===== src/rtl/dectick_pkg.sv =====
package dectick_pkg;
  localparam int REG_W        = 32;
  localparam int SHIFT_W      = 3;
  localparam int MAX_SHIFT    = 6;
  localparam int TB_EN_BIT    = 16;
  localparam int PLL_MODE_BIT = 10;
  localparam int FINE_LSB     = 0;
  localparam int FINE_W       = 2;
  localparam int COARSE_LSB   = 3;
  localparam int COARSE_W     = 3;
  localparam logic [COARSE_W-1:0] COARSE_RSVD = '1;

  typedef enum logic [1:0] {
    SEL_CLKCTL = 2'd0,
    SEL_PLLCTL = 2'd1,
    SEL_TBCTL  = 2'd2,
    SEL_DECLD  = 2'd3
  } wsel_e;
endpackage


===== src/rtl/dectick_cfg.sv =====
module dectick_cfg
  import dectick_pkg::*;
#(
  parameter int DW = REG_W,
  parameter int SW = SHIFT_W
) (
  input  logic          clk,
  input  logic          rst,
  input  logic          wr_en,
  input  logic [1:0]    wr_addr,
  input  logic [DW-1:0] wr_data,
  output logic [DW-1:0] clk_ctl_q,
  output logic [DW-1:0] pll_ctl_q,
  output logic [DW-1:0] tb_ctl_q,
  output logic [SW-1:0] shift_q,
  output logic          run_q,
  output logic          restart
);
  logic [DW-1:0]       tb_next;
  logic [SW-1:0]       dec_shift;
  logic                dec_ok;
  logic [FINE_W-1:0]   fine_code;
  logic [COARSE_W-1:0] coarse_code;

  assign tb_next     = tb_ctl_q | wr_data;
  assign restart     = wr_en && (wr_addr == SEL_TBCTL) && tb_next[TB_EN_BIT];
  assign fine_code   = clk_ctl_q[FINE_LSB +: FINE_W];
  assign coarse_code = clk_ctl_q[COARSE_LSB +: COARSE_W];

  always_comb begin
    dec_ok    = 1'b1;
    dec_shift = '0;
    if (pll_ctl_q[PLL_MODE_BIT]) begin
      dec_shift = SW'(fine_code) + SW'(1);
    end else begin
      dec_shift = SW'(coarse_code);
      if (coarse_code == COARSE_RSVD) dec_ok = 1'b0;
    end
  end

  always_ff @(posedge clk) begin
    if (rst) begin
      clk_ctl_q <= '0;
      pll_ctl_q <= '0;
      tb_ctl_q  <= '0;
      shift_q   <= '0;
      run_q     <= 1'b0;
    end else begin
      if (wr_en) begin
        case (wr_addr)
          SEL_CLKCTL: clk_ctl_q <= clk_ctl_q | wr_data;
          SEL_PLLCTL: pll_ctl_q <= pll_ctl_q | wr_data;
          SEL_TBCTL:  tb_ctl_q  <= tb_next;
          default: ;
        endcase
      end
      if (restart) begin
        run_q <= 1'b1;
        if (dec_ok) shift_q <= dec_shift;
      end
    end
  end
endmodule


===== src/rtl/dectick_prescaler.sv =====
module dectick_prescaler
  import dectick_pkg::*;
#(
  parameter int SW    = SHIFT_W,
  parameter int CNT_W = MAX_SHIFT
) (
  input  logic          clk,
  input  logic          rst,
  input  logic          run,
  input  logic          restart,
  input  logic [SW-1:0] shift,
  output logic          tick_nxt,
  output logic          tick_q
);
  logic [CNT_W-1:0] cnt_q;
  logic [CNT_W-1:0] limit;

  assign limit    = (CNT_W'(1) << shift) - CNT_W'(1);
  assign tick_nxt = run && !restart && (cnt_q == limit);

  always_ff @(posedge clk) begin
    if (rst || restart || !run) begin
      cnt_q  <= '0;
      tick_q <= 1'b0;
    end else if (cnt_q == limit) begin
      cnt_q  <= '0;
      tick_q <= 1'b1;
    end else begin
      cnt_q  <= cnt_q + CNT_W'(1);
      tick_q <= 1'b0;
    end
  end
endmodule


===== src/rtl/dectick_counter.sv =====
module dectick_counter #(
  parameter int CW = 32
) (
  input  logic          clk,
  input  logic          rst,
  input  logic          step,
  input  logic          load,
  input  logic [CW-1:0] load_val,
  output logic [CW-1:0] value_q,
  output logic          wrap_q
);
  always_ff @(posedge clk) begin
    if (rst) begin
      value_q <= '0;
      wrap_q  <= 1'b0;
    end else if (load) begin
      value_q <= load_val;
      wrap_q  <= 1'b0;
    end else if (step) begin
      value_q <= value_q - CW'(1);
      if (value_q == '0) wrap_q <= 1'b1;
    end
  end
endmodule


===== src/rtl/dectick_top.sv =====
module dectick_top
  import dectick_pkg::*;
#(
  parameter int DW    = REG_W,
  parameter int SW    = SHIFT_W,
  parameter int CNT_W = MAX_SHIFT
) (
  input  logic          clk,
  input  logic          rst,
  input  logic          wr_en,
  input  logic [1:0]    wr_addr,
  input  logic [DW-1:0] wr_data,
  output logic [DW-1:0] clk_ctl,
  output logic [DW-1:0] pll_ctl,
  output logic [DW-1:0] tb_ctl,
  output logic [SW-1:0] div_sel,
  output logic          tick,
  output logic [DW-1:0] dec_value,
  output logic          dec_wrap
);
  logic run;
  logic restart;
  logic tick_nxt;
  logic load;

  assign load = wr_en && (wr_addr == SEL_DECLD);

  dectick_cfg #(.DW(DW), .SW(SW)) u_cfg (
    .clk(clk), .rst(rst), .wr_en(wr_en), .wr_addr(wr_addr), .wr_data(wr_data),
    .clk_ctl_q(clk_ctl), .pll_ctl_q(pll_ctl), .tb_ctl_q(tb_ctl),
    .shift_q(div_sel), .run_q(run), .restart(restart)
  );

  dectick_prescaler #(.SW(SW), .CNT_W(CNT_W)) u_pre (
    .clk(clk), .rst(rst), .run(run), .restart(restart), .shift(div_sel),
    .tick_nxt(tick_nxt), .tick_q(tick)
  );

  dectick_counter #(.CW(DW)) u_dec (
    .clk(clk), .rst(rst), .step(tick_nxt), .load(load), .load_val(wr_data),
    .value_q(dec_value), .wrap_q(dec_wrap)
  );
endmodule


===== config.mk =====
export PLATFORM = sky130hd
export DESIGN_NAME = dectick_top
export DESIGN_NICKNAME = d
export VERILOG_FILES = /design/src/rtl/dectick_pkg.sv /design/src/rtl/dectick_cfg.sv /design/src/rtl/dectick_prescaler.sv /design/src/rtl/dectick_counter.sv /design/src/rtl/dectick_top.sv
export SDC_FILE = /design/constraint.sdc
export NUM_CORES = 1
export LEC_CHECK = 0
export BUFFER_PORTS_ARGS = -buffer_cell sky130_fd_sc_hd__buf_2
export CAP_MARGIN = 20
export CORE_ASPECT_RATIO = 0.9
export CORE_MARGIN = 4
export CORE_UTILIZATION = 40
export DETAILED_ROUTE_END_ITERATION = 10
export PLACE_DENSITY = 0.74
export SETUP_SLACK_MARGIN = 0.2
export SLEW_MARGIN = 40
export SYNTH_ARGS = -nofsm -noshare
export SYNTH_HDL_FRONTEND = slang
export SYNTH_SLANG_ARGS = --single-unit

===== constraint.sdc =====
create_clock -name clk -period 3.23 [get_ports clk]
set_clock_uncertainty 0.1 [all_clocks]
set_input_delay 0.1615 -clock clk [delete_from_list [all_inputs] [get_ports clk]]
set_output_delay 0.1615 -clock clk [all_outputs]
set_load 0.02 [all_outputs]

==> results.md, run 1 <==
- The flow ran to the end, and the final reports show no timing, DRC or antenna violations.
- The critical path class is reg -> reg.
- The layout-stage area growth over the synthesis result is 34.0%.
- The count of clock tree sinks is 140.
- Before CTS, the worst setup slack after placement is 0.414 ns.
- The number of cell rows is 40.
- The number of global-route vias before repair came to 5,199.
- TritonCTS built the clock tree.
- The net total in the final layout is 863.
- The dominant register cell in the synthesized netlist is sky130_fd_sc_hd__dfxtp_1.
- Traced cell by cell, the critical path runs through inv_1, ha_1, or3b_2, nor4_4, nand2_1, or4_1, a311oi_1.
- In this run the worst path has a maximum fanout of 6.
- The clock passes through at most 2 buffers.
- Yosys attributes the largest share of cell area to sky130_fd_sc_hd__dfxtp_1, sky130_fd_sc_hd__a21oi_1, sky130_fd_sc_hd__nor2_1.
- The mapped netlist covers 0.00552 mm^2.
- The floorplan step set the die width to 132 um.
- The count of final setup violators is 0.
- The remaining routing DRC violations is 0.
- Yosys instantiated no cell more often than sky130_fd_sc_hd__dfxtp_1.
- The cell with the biggest individual delay on the critical path is sky130_fd_sc_hd__or3b_2.
- A synthesized cell averages 8.71 um^2.
- The arrival time of the worst setup path is 2.90 ns.
- For this run, asynchronously set or reset flops after synthesis account for 0.
- Of the synthesized area, sequential elements account for 0.508.
- The tightest min-delay check is of the in -> reg type.
- The detail route stage leaves a number of antenna-violating nets equal to 0.
- The die covers 0.0157 mm^2.
- Summed over all layers, the global routing overflow is 0.
- The total core area is 0.0134 mm^2.
- VDD sags by at most 0.000376 V.
- The via-per-instance ratio is 5.36.
- In this run the vertical extent of the chip is 119 um.
- The final weighted congestion in routability-driven placement is 0.850.
- The worst setup path is launched from a flop.
- After synthesis, the netlist uses 59 different library cells.
- The number of nets handed over by synthesis was 674.
- The total power density per cell area is 596 mW/mm^2.
- The number of antenna diodes in the final layout is 0.
- Post-CTS timing repair inserted 0 buffers for setup.
- The H-tree was split into 4 levels.
- Dividing the detail-routed wire length by the instance count gives 16.6 um.
- For this configuration, the core starts out at a cell density of 0.411.
- Headroom to the max-slew limit came out at 0.470.
- Max-cap violations in this run came to 0.
- Setup repair after global routing left no endpoint under its margin.
- After technology mapping, the gate count stands at 634.
- The global-route wire length before repair is 27.1 mm.
- In the final layout, the share of cells above drive strength 1 is 0.272.
- The count of buffers from port buffering is 169.
- For this design the top-level I/O count stands at 170.
- Summing internal, switching and leakage power gives 4400 uW.
- The wire-length estimate of the detail-placed layout is 11.3 mm.
- The time the final worst path needs with I/O delays and setup is 2.68 ns.
- After clock tree synthesis, the clock-pin slew on the worst setup and hold paths is 0.06 ns.
- The area share of the largest cell type after synthesis is 0.508.
- The share of the clock period used by the worst path after layout is 0.829.
- Across all setup checks in the final design, the least slack found is 0.551 ns.
- TritonCTS created 17 clock buffers.
- The worst endpoint required time is 3.45 ns.
- The largest incremental delay on the critical path is 0.52 ns.
- The commonest cells after synthesis are sky130_fd_sc_hd__dfxtp_1, sky130_fd_sc_hd__nor2_1, sky130_fd_sc_hd__a21oi_1.
- For this run, the top clock speed supported by timing is 373 MHz.
- Entering global routing, the biggest net connects 60 pins.
- The multi-input combinational cells in the finished layout cover a total of 0.00252 mm^2.
- The total iterations of the first detailed-routing run is 5.
- The total length of routed wires is 16.7 mm.
- The initial antenna violation count is 0.
- The master cell of the clock root buffer is sky130_fd_sc_hd__clkbuf_16.
- The all-layer global routing usage is 0.212.
- The total vias in the final route is 5,381.
- The total negative slack is 0 ns.
- The biggest area contributor in the post-synthesis netlist is sky130_fd_sc_hd__dfxtp_1.
- The type of destination of the critical path is a flop.
- The synthesized design contains 140 register bits.
- The actual slew at the worst max-slew pin is 0.793 ns.
- The synthesized design contains 0 enable-type register cells.
- For this run, the number of Yosys warnings is 0.
- The clock latency at the later pin of the worst-skew pair is 0.42 ns.
- The count of fill cells added during filler insertion is 1,230.
- Registers take 0.00280 mm^2.
- For this design the static power due to leakage is 0.00328 uW.
- The number of endpoints with negative hold slack in the final report is 0.
- The final number of max-transition violations came to 0.
- After the flow finishes, the layout carries non-filler instances totaling 1,004.
- The total instance count after detailed placement is 940.
- The number of DRC markers in iteration 0 is 364.
kinds of logic after synthesis:
logic type,Yosys count,share of synthesized area
XOR/XNOR,22,0.0349
flip-flops,140,0.508
buffers and inverters,48,0.0428
adder cells (fa/ha/maj),3,0.00680
AND/OR/NAND/NOR,244,0.211
multiplexers,2,0.00363
AO/OA/AOI/OAI,175,0.193
final cells by class:
| cell class | count | area share |
|---|---|---|
| clock buffers | 22 | 0.0641 |
| clock inverters | 10 | 0.0156 |
| inverters | 7 | 0.00355 |
| multi-input cells | 446 | 0.341 |
| flip-flops and latches | 140 | 0.379 |
| well taps | 168 | 0.0284 |
| repair buffers | 211 | 0.168 |
worst max-delay path, delay by kind of cell (launching register included):
kind,cells,cell delay (ns)
compound gates,1,0.26
fa+ha+maj,1,0.17
buf+inv,1,0.08
flops,1,0.36
simple gates,4,1.61
routing by layer:
metal	routed length, um	vias to the layer above	global-route usage	part of all wire
met3	1200	16	0.0764	0.072
met2	7640	181	0.335	0.46
li1	-	2641	-	-
met4	165	0	0.0505	0.0099
met5	0	-	0	0
met1	7700	2543	0.278	0.46
path summary, 6_finish.rpt:
path | to | start | slack (ns) | cells past startpoint
worst max register to register | u_dec.value_q[22]$_SDFFE_PP0P_ | u_dec.value_q[0]$_SDFFE_PP0P_ | 0.55 | 7
worst min-delay path | u_cfg.pll_ctl_q[14]$_SDFFE_PP0P_ | rst | 0.13 | 2
worst max-delay path | u_dec.value_q[22]$_SDFFE_PP0P_ | u_dec.value_q[0]$_SDFFE_PP0P_ | 0.55 | 7
worst min register to register | u_cfg.tb_ctl_q[3]$_SDFFE_PP0P_ | u_cfg.tb_ctl_q[3]$_SDFFE_PP0P_ | 0.36 | 2
what timing repair did:
item | in CTS | in global routing
hold buffers | 32 | 0
resized for setup | 0 | 2
endpoints found under the hold margin | 118 | 0
setup endpoints to repair | 0 | 11
flip-flops by register name (all words and copies together) (netlist names):
register	cells
u_cfg.shift_q	3
u_dec.wrap_q	1
u_pre.cnt_q	6
u_cfg.pll_ctl_q	32
u_dec.value_q	32
u_cfg.clk_ctl_q	32
u_pre.tick_q	1
u_cfg.run_q	1
u_cfg.tb_ctl_q	32
stage by stage:
stage	hold slack, ns	utilization	instance area, um^2
2_1_floorplan	0.198	-	5520
3_3_place_gp	0.340	0.482	6460
3_5_place_dp	0.349	0.482	6470
4_1_cts	0.124	0.550	7380
5_1_grt	0.150	0.551	7390
6_report	0.130	0.551	7390
cell usage in the layout, fill, tap and decap left out, types with 3 or more instances in the layout:
master and n:
sky130_fd_sc_hd__dfxtp_1 140, sky130_fd_sc_hd__nor4_1 16, sky130_fd_sc_hd__buf_2 168, sky130_fd_sc_hd__ha_1 3
sky130_fd_sc_hd__o21ai_0 8, sky130_fd_sc_hd__a32oi_1 4, sky130_fd_sc_hd__clkbuf_16 17, sky130_fd_sc_hd__or4_1 7
sky130_fd_sc_hd__a22oi_1 4, sky130_fd_sc_hd__buf_4 11, sky130_fd_sc_hd__nand3_1 14, sky130_fd_sc_hd__xor2_1 10
sky130_fd_sc_hd__a31oi_1 10, sky130_fd_sc_hd__a21oi_1 106, sky130_fd_sc_hd__a311oi_1 7, sky130_fd_sc_hd__nand2_1 24
sky130_fd_sc_hd__and2_1 5, sky130_fd_sc_hd__o31ai_1 5, sky130_fd_sc_hd__or3_1 6, sky130_fd_sc_hd__dlygate4sd3_1 32
sky130_fd_sc_hd__o211ai_1 3, sky130_fd_sc_hd__nor2_1 133, sky130_fd_sc_hd__inv_1 7, sky130_fd_sc_hd__a211oi_1 12
sky130_fd_sc_hd__xnor2_1 12, sky130_fd_sc_hd__nor3_1 11, sky130_fd_sc_hd__clkbuf_8 3, sky130_fd_sc_hd__clkinv_2 3
sky130_fd_sc_hd__clkinvlp_4 3
where the power goes:
part / leakage [uW] / switching, uW / internal, uW / total [uW]
clock: 0.000282 / 729 / 1200 / 1920
combinational: 0.00186 / 386 / 233 / 619
sequential: 0.00114 / 64.0 / 1800 / 1860
Note: power is estimated with default switching activity, not from simulation.
==> inputs of run 2 (changes only) <==
PLACE_DENSITY = 0.76   (was 0.74)
clock period = 2.46 ns   (was 3.23 ns; I/O delays follow)
==> results.md, run 2 (synthesized netlist as in run 1, its figures left out) <==
- The number of DRC markers in iteration 0 is 518 (+42%).
- The via-per-instance ratio is 5.51 (+2.7%).
- The maximum count of clock buffers along a single path is 2 (unchanged).
- The setup path with the least slack is of type reg -> reg.
- The top achievable clock speed was 423 MHz (+13%).
- The final number of max-transition violations is 0 (unchanged).
- The time the final worst path needs with I/O delays and setup is 2.36 ns (-0.314 ns).
- The total core area is 0.0134 mm^2 (unchanged).
- The number of cell rows was 40 (unchanged).
- Setup repair after global routing could not meet its margin everywhere.
- The height of the die is 119 um (unchanged).
- The reg-to-reg critical path startpoint is u_dec.value_q[8]$_SDFFE_PP0P_.
- The total iterations of the first detailed-routing run is 5 (unchanged).
- The element type at the critical path start is a flop.
- The number of top-level pins is 170 (unchanged).
- The actual slew at the worst max-slew pin came to 0.702 ns (-0.0918 ns).
- Leaving out fill and tap cells, the most frequent cells in the layout are sky130_fd_sc_hd__buf_2, sky130_fd_sc_hd__nor2_1, sky130_fd_sc_hd__dfxtp_1.
- The pin count of the biggest net entering global routing was 55 (-8.3%).
- The count of clock tree sinks is 140 (unchanged).
- The library cell used most frequently in the layout, excluding fill and tap cells, is sky130_fd_sc_hd__buf_2.
- The number of global-route vias before repair was 5,281 (+1.6%).
- The number of nets with antenna violations after detailed routing is 0 (unchanged).
- The remaining routing DRC violations was 0 (unchanged).
- The min-delay analysis places its worst path in the category in -> reg.
- The endpoint of the worst register-to-register path is u_dec.value_q[19]$_SDFFE_PP0P_.
- The depth of the worst register-to-register path is 7 (unchanged).
- The depth of the CTS H-tree is 4 (unchanged).
- The clock-pin slew on the worst setup and hold paths is 0.06 ns (about the same).
- The detailed-placement wirelength estimate came to 12.5 mm (+11%).
- The total grt overflow is 0 (unchanged).
- The clock latency at the later pin of the worst-skew pair is 0.43 ns (about the same).
- The clock tree from TritonCTS is done.
- The final weighted congestion in routability-driven placement is 0.842 (-0.86%).
- The cell area after layout is 0.00785 mm^2 (+6.1%).
- The die boundary width is 132 um (unchanged).
- The all-layer global routing usage is 0.232 (+0.0196).
- The count of final setup violators is 0 (unchanged).
- The count of max-cap constraint violations is 0 (unchanged).
- The count of buffers from port buffering came to 169 (unchanged).
- The total negative slack is 0 ns (unchanged).
- The arrival time of the worst setup path came to 2.63 ns (-0.27 ns).
- The share of the clock period used by the worst path after layout came to 0.961 (+0.132).
- The capture point of the worst path is u_dec.value_q[19]$_SDFFE_PP0P_.
- The area of the die is 0.0157 mm^2 (unchanged).
- The top fanout value on the critical path came to 6 (unchanged).
- The final antenna diode count is 0 (unchanged).
- The total power density per cell area is 750 mW/mm^2 (+26%).
- The leakage power summed over all cells is 0.00348 uW (+5.9%).
- The net total in the final layout came to 900 (+4.3%).
- The cell area after placement is 0.00674 mm^2 (+4.2%).
- The run finished with clean final reports.
- The master cell of the clock root buffer is sky130_fd_sc_hd__clkbuf_16.
- The most critical setup path has its startpoint at u_dec.value_q[8]$_SDFFE_PP0P_.
- The fraction of layout cells with a size suffix above 1 is 0.336 (+0.0641).
- The global-route wire length before repair is 29.0 mm (+6.8%).
- The starting utilization of the core area was 0.411 (unchanged).
- The routed length per placed instance is 18.0 um (+8.2%).
- The initial antenna violation count came to 1 (+1).
- STA classifies the critical path endpoint as a flop.
- The number of buffers inserted during clock tree synthesis is 17 (unchanged).
- The peak supply drop is 0.000529 V (+41%).
- The flop-to-flop setup slack is 0.1 ns (-0.46 ns).
- The tightest slew margin relative to the limit is 0.532 (+0.0618).
- The total vias in the final route was 5,732 (+6.5%).
- The layout-stage area growth over the synthesis result is 42.2%.
- The worst endpoint required time is 2.72 ns (-0.73 ns).
- The number of endpoints with negative hold slack in the final report is 0 (unchanged).
- The total length of routed wires is 18.7 mm (+12%).
[run 2: changes by cell type in the layout (fill, tap and decap cells not counted), sizes merged]
cell / delta
buf: +36
bufinv: -1
clkbuf: -4
clkinvlp: +2
dlygate4sd3: +1
inv: +3
[run 2: final cells by class]
cell class,count,area (um^2)
Multi-Input combinational cell,446,2690
Timing Repair Buffer,248,1540
Clock buffer,18,439
Clock inverter,14,119
Tap cell,168,210
Inverter,7,26.3
Fill cell,1160,5570
Sequential cell,140,2820
[run 2: worst min-delay path by stage]
stage / cells past startpoint / slack, ns / startpoint / end
2_1_floorplan: 2 / 0.15 / wr_data[11] / u_dec.value_q[11]$_SDFFE_PP0P_
3_3_place_gp: 3 / 0.31 / wr_data[28] / u_cfg.tb_ctl_q[28]$_SDFFE_PP0P_
3_5_place_dp: 3 / 0.31 / wr_data[28] / u_cfg.pll_ctl_q[28]$_SDFFE_PP0P_
4_1_cts: 4 / 0.08 / wr_addr[1] / u_cfg.clk_ctl_q[10]$_SDFFE_PP0P_
5_1_grt: 4 / 0.12 / wr_addr[1] / u_cfg.clk_ctl_q[4]$_SDFFE_PP0P_
6_report: 4 / 0.09 / wr_addr[1] / u_cfg.clk_ctl_q[3]$_SDFFE_PP0P_
[run 2: repair_timing]
item	CTS	global route
hold endpoints to repair	122	0
pin swaps	12	12
endpoints found under the setup margin	13	18
hold buffers	33	0
gates resized for setup	10	19
buffers inserted	8	3
[run 2: stage by stage]
step | worst slack, ns | cells | hold slack [ns] | total power (uW) | utilization
floorplan | 0.155 | 634 | 0.152 | 3020 | -
global placement | 0.149 | 965 | 0.305 | 3330 | 0.502
detailed placement | 0.132 | 965 | 0.314 | 3340 | 0.502
CTS | 0.135 | 1038 | 0.0815 | 5840 | 0.576
global route | 0.0184 | 1041 | 0.122 | 6100 | 0.585
finish | 0.0950 | 1041 | 0.0944 | 5890 | 0.585
[run 2: critical path, stage by stage (launching register included)]
cell and delay [ns]:
sky130_fd_sc_hd__dfxtp_2 0.34, sky130_fd_sc_hd__or4_4 0.58, sky130_fd_sc_hd__or4b_4 0.61, sky130_fd_sc_hd__buf_6 0.17, sky130_fd_sc_hd__nor4_4 0.14, sky130_fd_sc_hd__xor2_1 0.18
sky130_fd_sc_hd__nand3b_1 0.10, sky130_fd_sc_hd__o21ai_1 0.08
[run 2: report_power, final]
part | internal (uW) | switching, uW | total (uW)
Sequential | 2360 | 83.1 | 2440
Combinational | 417 | 610 | 1030
Clock | 1410 | 1000 | 2420
[run 2: per-layer routing]
layer | GRT usage | vias up | wire [um]
li1 | - | 2709 | -
met1 | 0.306 | 2711 | 8120
met2 | 0.353 | 265 | 8530
met3 | 0.0773 | 45 | 1610
met4 | 0.0853 | 2 | 472
met5 | 0 | - | 13
